===== src/rtl/gpio_irq_pkg.sv =====
package gpio_irq_pkg;
  localparam int BUS_W = 32;
  localparam int ADDR_W = 6;

  typedef enum logic [ADDR_W-1:0] {
    OFF_VAL  = 6'h00,
    OFF_DIR  = 6'h04,
    OFF_IEN  = 6'h08,
    OFF_RAW  = 6'h0C,
    OFF_PEND = 6'h10,
    OFF_ACK  = 6'h14,
    OFF_EDGE = 6'h18,
    OFF_POL  = 6'h1C,
    OFF_REV  = 6'h20,
    OFF_ANY  = 6'h24
  } reg_off_e;

  localparam logic [BUS_W-1:0] REV_ID = 32'd3;
endpackage


===== src/rtl/gpio_irq_sync.sv =====
module gpio_irq_sync #(
  parameter int W      = 32,
  parameter int STAGES = 2
) (
  input  logic         clk,
  input  logic         rst,
  input  logic [W-1:0] d,
  output logic [W-1:0] q
);
  logic [W-1:0] chain [STAGES];

  generate
    for (genvar s = 0; s < STAGES; s++) begin : g_stage
      if (s == 0) begin : g_first
        always_ff @(posedge clk) begin
          if (rst) chain[s] <= '0;
          else     chain[s] <= d;
        end
      end else begin : g_next
        always_ff @(posedge clk) begin
          if (rst) chain[s] <= '0;
          else     chain[s] <= chain[s-1];
        end
      end
    end
  endgenerate

  assign q = chain[STAGES-1];
endmodule


===== src/rtl/gpio_irq_detect.sv =====
module gpio_irq_detect #(
  parameter int W = 32
) (
  input  logic         clk,
  input  logic         rst,
  input  logic [W-1:0] smp,
  input  logic [W-1:0] edge_sel,
  input  logic [W-1:0] pol_sel,
  input  logic [W-1:0] any_sel,
  output logic [W-1:0] evt
);
  logic [W-1:0] prev_q;

  always_ff @(posedge clk) begin
    if (rst) prev_q <= '0;
    else     prev_q <= smp;
  end

  generate
    for (genvar i = 0; i < W; i++) begin : g_pin
      logic rise, fall;
      assign rise = smp[i] & ~prev_q[i];
      assign fall = ~smp[i] & prev_q[i];
      always_comb begin
        if (edge_sel[i]) begin
          if (any_sel[i]) evt[i] = rise | fall;
          else            evt[i] = pol_sel[i] ? rise : fall;
        end else begin
          evt[i] = pol_sel[i] ? smp[i] : ~smp[i];
        end
      end
    end
  endgenerate
endmodule


===== src/rtl/gpio_irq_ctrl.sv =====
module gpio_irq_ctrl
  import gpio_irq_pkg::*;
#(
  parameter int NPINS   = 32,
  parameter int SYNC_ST = 2
) (
  input  logic              clk,
  input  logic              rst,
  input  logic [ADDR_W-1:0] bus_addr,
  input  logic              bus_wr,
  input  logic [BUS_W-1:0]  bus_wdata,
  output logic [BUS_W-1:0]  bus_rdata,
  input  logic [NPINS-1:0]  pin_in,
  output logic [NPINS-1:0]  pin_out,
  output logic [NPINS-1:0]  pin_oe,
  output logic              irq
);
  logic [NPINS-1:0] out_q, dir_q, ien_q, raw_q, edge_q, pol_q, any_q;
  logic [NPINS-1:0] smp, evt, wdat, clr_mask, raw_nxt, pend, val_view;

  function automatic logic [BUS_W-1:0] widen(input logic [NPINS-1:0] v);
    return BUS_W'(v);
  endfunction

  gpio_irq_sync #(.W(NPINS), .STAGES(SYNC_ST)) u_sync (
    .clk(clk), .rst(rst), .d(pin_in), .q(smp)
  );

  gpio_irq_detect #(.W(NPINS)) u_det (
    .clk(clk), .rst(rst), .smp(smp), .edge_sel(edge_q),
    .pol_sel(pol_q), .any_sel(any_q), .evt(evt)
  );

  assign wdat     = bus_wdata[NPINS-1:0];
  assign clr_mask = (bus_wr && bus_addr == OFF_ACK) ? wdat : '0;
  // edge events win over a coincident clear; level events wait one cycle
  assign raw_nxt  = (raw_q & ~clr_mask) | (evt & (edge_q | ~clr_mask));
  assign pend     = raw_q & ien_q;
  assign val_view = (dir_q & smp) | (~dir_q & out_q);

  always_ff @(posedge clk) begin
    if (rst) begin
      out_q  <= '0;
      dir_q  <= '1;
      ien_q  <= '0;
      raw_q  <= '0;
      edge_q <= '0;
      pol_q  <= '0;
      any_q  <= '0;
      irq    <= 1'b0;
    end else begin
      if (bus_wr && bus_addr == OFF_VAL)  out_q  <= wdat;
      if (bus_wr && bus_addr == OFF_DIR)  dir_q  <= wdat;
      if (bus_wr && bus_addr == OFF_IEN)  ien_q  <= wdat;
      if (bus_wr && bus_addr == OFF_EDGE) edge_q <= wdat;
      if (bus_wr && bus_addr == OFF_POL)  pol_q  <= wdat;
      if (bus_wr && bus_addr == OFF_ANY)  any_q  <= wdat;
      raw_q <= raw_nxt;
      irq   <= |pend;
    end
  end

  always_ff @(posedge clk) begin
    if (rst) begin
      bus_rdata <= '0;
    end else begin
      case (bus_addr)
        OFF_VAL:  bus_rdata <= widen(val_view);
        OFF_DIR:  bus_rdata <= widen(dir_q);
        OFF_IEN:  bus_rdata <= widen(ien_q);
        OFF_RAW:  bus_rdata <= widen(raw_q);
        OFF_PEND: bus_rdata <= widen(pend);
        OFF_EDGE: bus_rdata <= widen(edge_q);
        OFF_POL:  bus_rdata <= widen(pol_q);
        OFF_ANY:  bus_rdata <= widen(any_q);
        OFF_REV:  bus_rdata <= REV_ID;
        default:  bus_rdata <= '0;
      endcase
    end
  end

  assign pin_out = out_q;
  assign pin_oe  = ~dir_q;

  AST_RESET_OE: assert property (@(posedge clk) disable iff (rst)
    $fell(rst) |-> (pin_oe == '0 && !irq));

  AST_EVT_LATCH: assert property (@(posedge clk) disable iff (rst)
    (evt != '0) |=> ((raw_q & $past(evt & ~clr_mask)) == $past(evt & ~clr_mask)));

  AST_CLR_BITS: assert property (@(posedge clk) disable iff (rst)
    (bus_wr && bus_addr == OFF_ACK) |=> ((raw_q & $past(wdat & ~evt)) == '0));

  AST_IRQ_QUIET: assert property (@(posedge clk) disable iff (rst)
    (ien_q == '0) |=> !irq);

  AST_EN_HOLD: assert property (@(posedge clk) disable iff (rst)
    !(bus_wr && bus_addr == OFF_IEN) |=> $stable(ien_q));
endmodule


===== config.mk =====
export PLATFORM = sky130hd
export DESIGN_NAME = gpio_irq_ctrl
export DESIGN_NICKNAME = d
export VERILOG_FILES = /design/src/rtl/gpio_irq_pkg.sv /design/src/rtl/gpio_irq_sync.sv /design/src/rtl/gpio_irq_detect.sv /design/src/rtl/gpio_irq_ctrl.sv
export SDC_FILE = /design/constraint.sdc
export NUM_CORES = 1
export LEC_CHECK = 0
export ABC_AREA = 1
export CAP_MARGIN = 20
export CORE_ASPECT_RATIO = 0.6
export CORE_UTILIZATION = 60
export DETAILED_ROUTE_END_ITERATION = 12
export DONT_BUFFER_PORTS = 1
export GPL_ROUTABILITY_DRIVEN = 0
export GPL_TIMING_DRIVEN = 0
export PLACE_DENSITY_LB_ADDON = 0.1
export SETUP_SLACK_MARGIN = 0.05
export SLEW_MARGIN = 5
export SYNTH_ARGS = -nofsm -noshare
export SYNTH_HDL_FRONTEND = slang
export SYNTH_SLANG_ARGS = --single-unit

===== constraint.sdc =====
create_clock -name clk -period 1.7 [get_ports clk]
set_input_delay 0.34 -clock clk [delete_from_list [all_inputs] [get_ports clk]]
set_output_delay 0.34 -clock clk [all_outputs]
set_load 0.02 [all_outputs]

---- Yosys cells after proc, flatten, opt, wreduce, memory -nomap -nowiden ----
Memories as Yosys holds them, arrays and structs flattened.
Cells that the tools add are included.
operators by class
  reduce and logical (&&, ||, !) cells .... 9
  mux-type cells .......................... 135
  equal/unequal tests ..................... 9
  bitwise operators ....................... 172
operators with widths
  cell                count
  $pmux 32 s9         1
  $and 32x32->32      5
  $mux 1              131
  $mux 32             3
  $or 32x32->32       3
  $and 1x1->1         64
  $not 1->1           64
  $not 32->32         2
  $or 1x1->1          34
  $reduce_or 32->1    1
  $eq 6x5->1 const B  4
  $eq 6x4->1 const B  2
  $eq 6x6->1 const B  2
  $logic_and 1x1->1   7
  $eq 6x3->1 const B  1
  $logic_not 6->1     1
storage, ports and cells
  output and inout port bits .............. 97
  RAM bits ................................ 64
  memories kept ........................... 1
  bits in registers ....................... 289
memories
  name          words  width  rd ports  clocked after memory_dff  wr ports  RTL line             text
  u_sync.chain  2      32     2         0                         2         gpio_irq_sync.sv:10  logic [W-1:0] chain [STAGES];

---- Depth between registers and ports, before layout ----
Gate-level depths: netlist (run 1).
  depth in word-level cells ............... 7
  gate-level depth with buffers ........... 11

---- Cells and area by module ----
Synthesis (run 1) repeated with hierarchy kept, for this count alone.
second synthesis, totals
  cell total of the unflattened synthesis .. 2384
  area, all modules ....................... 16737.3 um2
by module, submodules not included
  module           seq. area each (um2)  cells an instance  area an instance (um2)  instances
  gpio_irq_ctrl    5144.9                1606               11499.8                 1
  gpio_irq_detect  640.6                 579                3397.0                  1
  gpio_irq_sync    1281.2                199                1840.5                  1

---- Worst setup path after synthesis (run 1) ----
No wires, ideal clock.
  path kind ............................... input -> register
  start ................................... in bus_addr[1]
  end ..................................... reg bus_rdata[31]
  library setup time ...................... 0.071 ns
  data arrival time ....................... 1.336 ns
  cell stages on the path ................. 8
  data required time ...................... 1.629 ns
  path slack .............................. 0.294 ns
  path buffers ............................ 1
  cells stage by stage .................... nor2_2 nand3_2 inv_2 buf_2 nand2_1 o21ai_1 nor2_1 a21oi_1
on the way
  word-level cells in the longest chain between the ends .. 2
  elaborated cells between the ends (all ways) .. 10
RTL lines
  element                             RTL line             text
  from (decl)                         gpio_irq_ctrl.sv:9   input logic [ADDR_W-1:0] bus_addr,
  $eq 6x6->1 (tied with other cells)  gpio_irq_ctrl.sv:67  case (bus_addr)
  $pmux 32 s9 (*)                     gpio_irq_ctrl.sv:67
  to (signal assigned)                gpio_irq_ctrl.sv:68  OFF_VAL: bus_rdata <= widen(val_view);
  to (signal assigned)                gpio_irq_ctrl.sv:69  OFF_DIR: bus_rdata <= widen(dir_q);
  to (signal assigned)                gpio_irq_ctrl.sv:70  OFF_IEN: bus_rdata <= widen(ien_q);
  to (decl)                           gpio_irq_ctrl.sv:12  output logic [BUS_W-1:0] bus_rdata,
Mark *: on every way between the ends. The rest lies on a longest branch, timed or not.
A chain may end at the register's enable or synchronous reset.

---- Final worst setup path (run 1) ----
  start ................................... in rst
  end ..................................... reg u_det.prev_q[5]
RTL lines
  element               RTL line               text
  from (decl)           gpio_irq_ctrl.sv:8     input logic rst,
  to (signal assigned)  gpio_irq_detect.sv:16  else prev_q <= smp;
  to (decl)             gpio_irq_detect.sv:12  logic [W-1:0] prev_q;
No word-level cell between the ends.

==> results.md, run 1 <==
* Status: finished with violations
* Failing checks: hold timing, setup timing
* Layout cell share with drive strength beyond 1 at 0.0582
* Worst-margin pin slew at approximately 1.2 ns
* Setup CP Type: input port to flip-flop
* Syn Area/Cell at approximately 7.2 um2
* CTS Buf Count at 34
* Library cells used by synthesis at 23
* GR Overflow Total at 0
* Largest net degree at the start of global routing at 16
* Worst r2r dst: irq
* Die Ht at roughly 130 um
* Port-buffer cells at 0
* Vias at roughly 16,000
* RSZ-0062 raised after global routing: false
* CTS tree: built
* Combinational share of power at 0.060
* Max IR drop VDD at between 0.0008 and 0.0009 V
* Sequential element share of the synthesized area at 0.450
* GRT Util Overall at 0.435
* Most frequent cells in the layout: 433 x nand2_1, 353 x dfxtp_1, 286 x inv_1
* FP Rows at 45
* Type of origin of the critical path: input port
* Yosys top cell area share at 0.450
* Max FO, Critical Path at 10
* Total Routed Length at around 60,000 um
* Share of power burned in registers at 0.474
* Vias in the first global route at ~15,000
* Final design utilization at 0.708
* Post-Synthesis Cell Area at roughly 16,000 um2
* Wirelength per Cell at between 20 and 25 um
* H-tree levels at 2
* Timing-limited maximum frequency at approximately 590 MHz
* Switching pwr at 4390 uW
* Ant. Diodes at 0
* FF-to-FF Start: raw_q[8]
* P&R area growth vs syn at 15.1%
* Residual DRC at 0
* DRT iter0 DRCs at between 2,000 and 3,000
* I/O pins at 170
* DR pass1 iterations at 7
* Mapped Cells at 2,192
* Commonest non-fill, non-tap cell in the layout: nand2_1
* WHS at -0.00760 ns
* Pwr dens at around 1000 nW/um2
* Antenna violations before repair at 0
* Initial Util at 0.615
* Hold path start: bus_wdata[14]
* Post-placement setup slack at -0.559 ns
* Leak Pwr at a little under 0.008 uW
* Final worst setup slack at -0.00634 ns
* Hold Crit Depth at 2
* Design area at ~18,000 um2
* Worst Skew at ~0.024 ns
* Root buffer cell: clkbuf_16
* Net Count, Synth at between 2,000 and 2,500
* Chip Width at 211 um
* Final Critical Period at roughly 1.7 ns
* Detailed Place HPWL at 39,300 um
* Clock sinks at about 350
* Non-Filler Instances at about 2,700
* Internal power at 13,800 uW
* Core area at between 20,000 and 30,000 um2
* Cell Area, Placed at approximately 16,000 um2
* Die area at roughly 27,000 um2
* Clock Power Share at 0.466
* Layout Nets at around 2,400
* Synth warn at 0
* Max_slew headroom at 0.232
* Worst R2R Path Depth at 6
* Largest cells by area after synthesis: dfxtp_1 45%, nand2_1 10%, a21oi_1 8.5%, o21ai_0 6.9%, inv_1 6.8%
* Synth Register Bits at approximately 350
* Detail Route Antenna Nets at 0
* CP endpoint kind: flip-flop
* Maximum count of clock buffers along a single path at 3
* Fin. Hold Viols at 2
* Sw frac at 0.241
* Via/cell ratio at just over 6
* MaxCap Viol Count at 0
* Max-slew violations at 0
* Critical Path AT at about 2.1 ns
* Worst Hold Path EP: pol_q[14]
* R2R Setup Slk at approximately 0.19 ns
* Worst min path class: input port to flip-flop
* Total Power at approximately 18,000 uW
* Final setup vio count at 1
* Placed cells at 2,544
* Clock Pin Slew Worst Setup and Hold Paths at roughly 0.070 ns
* Worst EP required at about 2.1 ns
* Worst-skew pair later-pin latency at between 0.5 and 0.6 ns
* First-pass GRT wire length at just under 90,000 um
* Cell taking the most area after synthesis: dfxtp_1
* Crit share post-route at 1.00
per-stage QoR:
stage          hold WS, ns  setup TNS (ns)
5_1_grt             0.0174               0
2_1_floorplan        0.388               0
3_5_place_dp         0.392         -103.52
3_3_place_gp         0.389          -85.50
6_report          -0.00760        -0.00634
4_1_cts           0.000130               0
power by group through the flow:
stage                     clock network, uW  registers, uW  logic (uW)
after global placement                    0           8790         867
after floorplan                           0           8750         568
after global routing                   8760           8630        1150
after CTS                              8360           8610        1020
after detailed placement                  0           8800         892
final                                  8470           8620        1090
worst max path at each step:
| stage | endpoint | start |
|---|---|---|
| finish | u_det.prev_q[5] | rst |
| detailed placement | pin_out[2] | rst |
| global route | bus_rdata[14] | bus_addr[1] |
| floorplan | bus_rdata[31] | bus_addr[1] |
| CTS | bus_rdata[11] | bus_addr[1] |
| global placement | bus_rdata[15] | bus_addr[1] |
Yosys cell counts (all sizes together):
cell type	n
inv	292
nand2	434
a21oi	267
clkbuf	56
o22ai	33
o21ai	220
buf	48
dfxtp	353
a211oi	32
o211ai	19
nand3	91
ha	64
nand4	14
nor2	269
worst max-delay path, cell delays in order:
cell,delay [ns]
clkbuf_1,0.25
clkbuf_1,0.51
clkdlybuf4s15_1,0.86
nor2_1,0.12
state kept, by name, summed over array words and instances (netlist names):
name and cells:
irq 1, pol_q 32, ien_q 32, edge_q 32, u_det.prev_q 32, bus_rdata 32
u_sync.chain 64, any_q 32, raw_q 32, pin_out 32, dir_q 32
final cells by class:
| type | count | area, um2 |
|---|---|---|
| Fill cell | 2104 | 7440 |
| Multi-Input combinational cell | 1443 | 7090 |
| Sequential cell | 353 | 7070 |
| Inverter | 292 | 1100 |
| Clock buffer | 50 | 992 |
| Timing Repair Buffer | 65 | 661 |
| Buffer | 104 | 493 |
| Tap cell | 352 | 440 |
| Clock inverter | 11 | 221 |
timing repair:
action	4_1_cts	5_1_grt
endpoints found under the hold margin	67	0
hold buffers	64	0
endpoints found under the setup margin	38	91
setup buffers	0	1
resized for setup	7	34
pin swaps	0	1
gates cloned	0	0
routing by layer:
layer / share of wire / wire (um) / track usage / vias to the layer above
li1: - / - / - / 7262
met1: 0.40 / 23700 / 0.618 / 7528
met2: 0.39 / 23400 / 0.597 / 1336
met3: 0.17 / 9980 / 0.147 / 197
met4: 0.039 / 2300 / 0.183 / 0
met5: 0 / 0 / 0 / -
logic make-up after synthesis:
| group | Yosys count | synth area share |
|---|---|---|
| AOI/OAI and AO/OA | 571 | 0.193 |
| adders and majority gates | 64 | 0.0510 |
| buffers and inverters | 396 | 0.0989 |
| DFF | 353 | 0.450 |
| and+or+nand+nor | 808 | 0.207 |
Note: power is estimated with default switching activity, not from simulation.
==> inputs of run 2 (changes only) <==
--- a/config.mk
+++ b/config.mk
@@ -6,11 +6,11 @@
 export NUM_CORES = 1
 export LEC_CHECK = 0
 export ABC_AREA = 1
+export BUFFER_PORTS_ARGS = -buffer_cell sky130_fd_sc_hd__buf_2
 export CAP_MARGIN = 20
 export CORE_ASPECT_RATIO = 0.6
-export CORE_UTILIZATION = 60
+export CORE_UTILIZATION = 52
 export DETAILED_ROUTE_END_ITERATION = 12
-export DONT_BUFFER_PORTS = 1
 export GPL_ROUTABILITY_DRIVEN = 0
 export GPL_TIMING_DRIVEN = 0
 export PLACE_DENSITY_LB_ADDON = 0.1
==> run 2 against run 1 <==
Effect of this change: the flow now finishes without violations; hold slack improved by 0.0090 ns; total power fell by 3.5%; clock skew fell by 0.0085 ns; flip-flop and latch count did not move; clock-buffer cell count rose by 3; clock power fell by 7.6%; sequential share of layout area fell by 0.52 points; critical path type unchanged; highest routed layer is now met5.
==> results.md, run 2 (synthesis gave the netlist of run 1 again) <==
* Status: complete, no violations
* DR pass1 iterations at 7
* Max_slew headroom at 0.238
* Worst min path class: input port to flip-flop
* Worst Skew at between 0.015 and 0.02 ns
* Antenna violations before repair at 2
* Clock sinks at 353
* GRT Util Overall at 0.382
* Chip Width at approximately 230 um
* Wirelength per Cell at roughly 21 um
* Ant. Diodes at 0
* Maximum count of clock buffers along a single path at 3
* Max reg flops at 64
* Die area at 30,900 um2
* Largest net degree at the start of global routing at 20
* Residual DRC at 0
* Detail Route Antenna Nets at 0
* DRT iter0 DRCs at around 2,600
* Vias in the first global route at 14,600
* Layout cell share with drive strength beyond 1 at 0.130
* Most frequent cells in the layout: 432 x nand2_1, 353 x dfxtp_1, 286 x inv_1
* Clock Pin Slew Worst Setup and Hold Paths at ~0.060 ns
* WHS at 0.00141 ns
* Type of origin of the critical path: input port
* RSZ-0062 raised after global routing: false
* Final setup vio count at 0
* Initial Util at 0.538
* Pwr dens at 958 nW/um2
* FP Rows at between 40 and 50
* Via/cell ratio at 5.81
* CTS tree: built
* Top reg by flops: u_sync.chain
* H-tree levels at 2
* Filler instances at approximately 2,700
* Die Ht at between 100 and 150 um
* Timing-limited maximum frequency at 591 MHz
* Setup CP Type: input port to flip-flop
* Critical Path AT at between 2 and 2.5 ns
* Worst-margin pin slew at roughly 1.1 ns
* Max FO, Critical Path at 10
* First-pass GRT wire length at roughly 87,000 um
* Max IR drop VDD at approximately 0.00066 V
* Layout Nets at 2,539
* Total Routed Length at between 50,000 and 60,000 um
* Crit share post-route at 0.996
* GR Overflow Total at 0
* Core area at 29,200 um2
* Port-buffer cells at roughly 170
* Max-slew violations at 0
* CP endpoint kind: flip-flop
* CTS Buf Count at 34
* Worst EP required at about 2.2 ns
* Fin. Hold Viols at 0
* I/O pins at 170
* Leak Pwr at between 0.008 and 0.009 uW
* Final design utilization at 0.627
* Detailed Place HPWL at between 40,000 and 50,000 um
* P&R area growth vs syn at 16.7%
* Root buffer cell: clkbuf_16
* Vias at 16,400
* Worst-skew pair later-pin latency at between 0.5 and 0.6 ns
* Final Critical Period at about 1.7 ns
* Commonest non-fill, non-tap cell in the layout: nand2_1
* MaxCap Viol Count at 0
-- run 2: cell types whose count changed in the layout (fill, tap and decap cells not counted), moves of 3 or more --
cell | before | now
clkbuf_1 | 48 | 42
nor2_4 | 6 | 9
buf_4 | 4 | 16
buf_2 | 37 | 201
dlygate4sd3_1 | 64 | 1
clkbuf_2 | 16 | 23
bufinv_16 | 6 | 2
-- run 2: cell type report --
type	instances	area [um2]	share of cell area
Sequential cell	353	7070	0.386
Timing Repair Buffer	175	896	0.0489
Multi-Input combinational cell	1443	7130	0.389
Clock buffer	53	1030	0.0560
Inverter	292	1100	0.0601
Buffer	103	509	0.0278
Tap cell	400	500	0.0273
Clock inverter	6	86.3	0.00471
-- run 2: power breakdown --
group / leakage (uW) / internal (uW) / switching [uW]
sequential: 0.00288 / 8460 / 137
clock: 0.000539 / 4470 / 3360
combinational: 0.00505 / 312 / 817
total: 0.00846 / 13200 / 4310
-- run 2: metrics by stage --
step	total power, uW	instances	TNS [ns]	area, um2	setup slack [ns]
after CTS	17400	2819	0	18200	0.0452
after global routing	18000	2825	0	18300	0.0473
after floorplan	9320	2192	0	15700	0.294
final	17600	2825	0	18300	0.00758
after global placement	9800	2760	-115.88	17000	-0.710
after detailed placement	9820	2760	-126.78	17000	-0.783
-- run 2: critical path, stage by stage --
cell      delay, ns
buf_2          0.15
inv_1          0.07
nor2_1         0.19
clkbuf_1       0.88
nand3_1        0.20
nand4_1        0.15
nor2_1         0.05
nor2_1         0.10
-- run 2: timing repair --
item | 4_1_cts | 5_1_grt
hold buffers | 1 | 0
endpoints found under the setup margin | 67 | 182
endpoints found under the hold margin | 1 | 0
pin swaps | 0 | 2
gates resized for setup | 23 | 48
setup buffers | 0 | 6
-- run 2: final timing paths --
path         depth (start not counted)                  end                 from  slack, ns
min                                  3  u_sync.chain[0][21]           pin_in[21]      0.001
max reg2reg                          6        bus_rdata[14]            dir_q[14]       0.26
min reg2reg                          2  u_sync.chain[1][24]  u_sync.chain[0][24]       0.40
max                                  8        bus_rdata[12]          bus_addr[5]      0.008
-- run 2: layer usage --
layer,vias to the layer above,track usage,wire (um)
met4,2,0.161,2590
met3,220,0.126,9570
met1,7441,0.548,24900
met5,-,0,38
li1,7487,-,-
met2,1258,0.519,22800
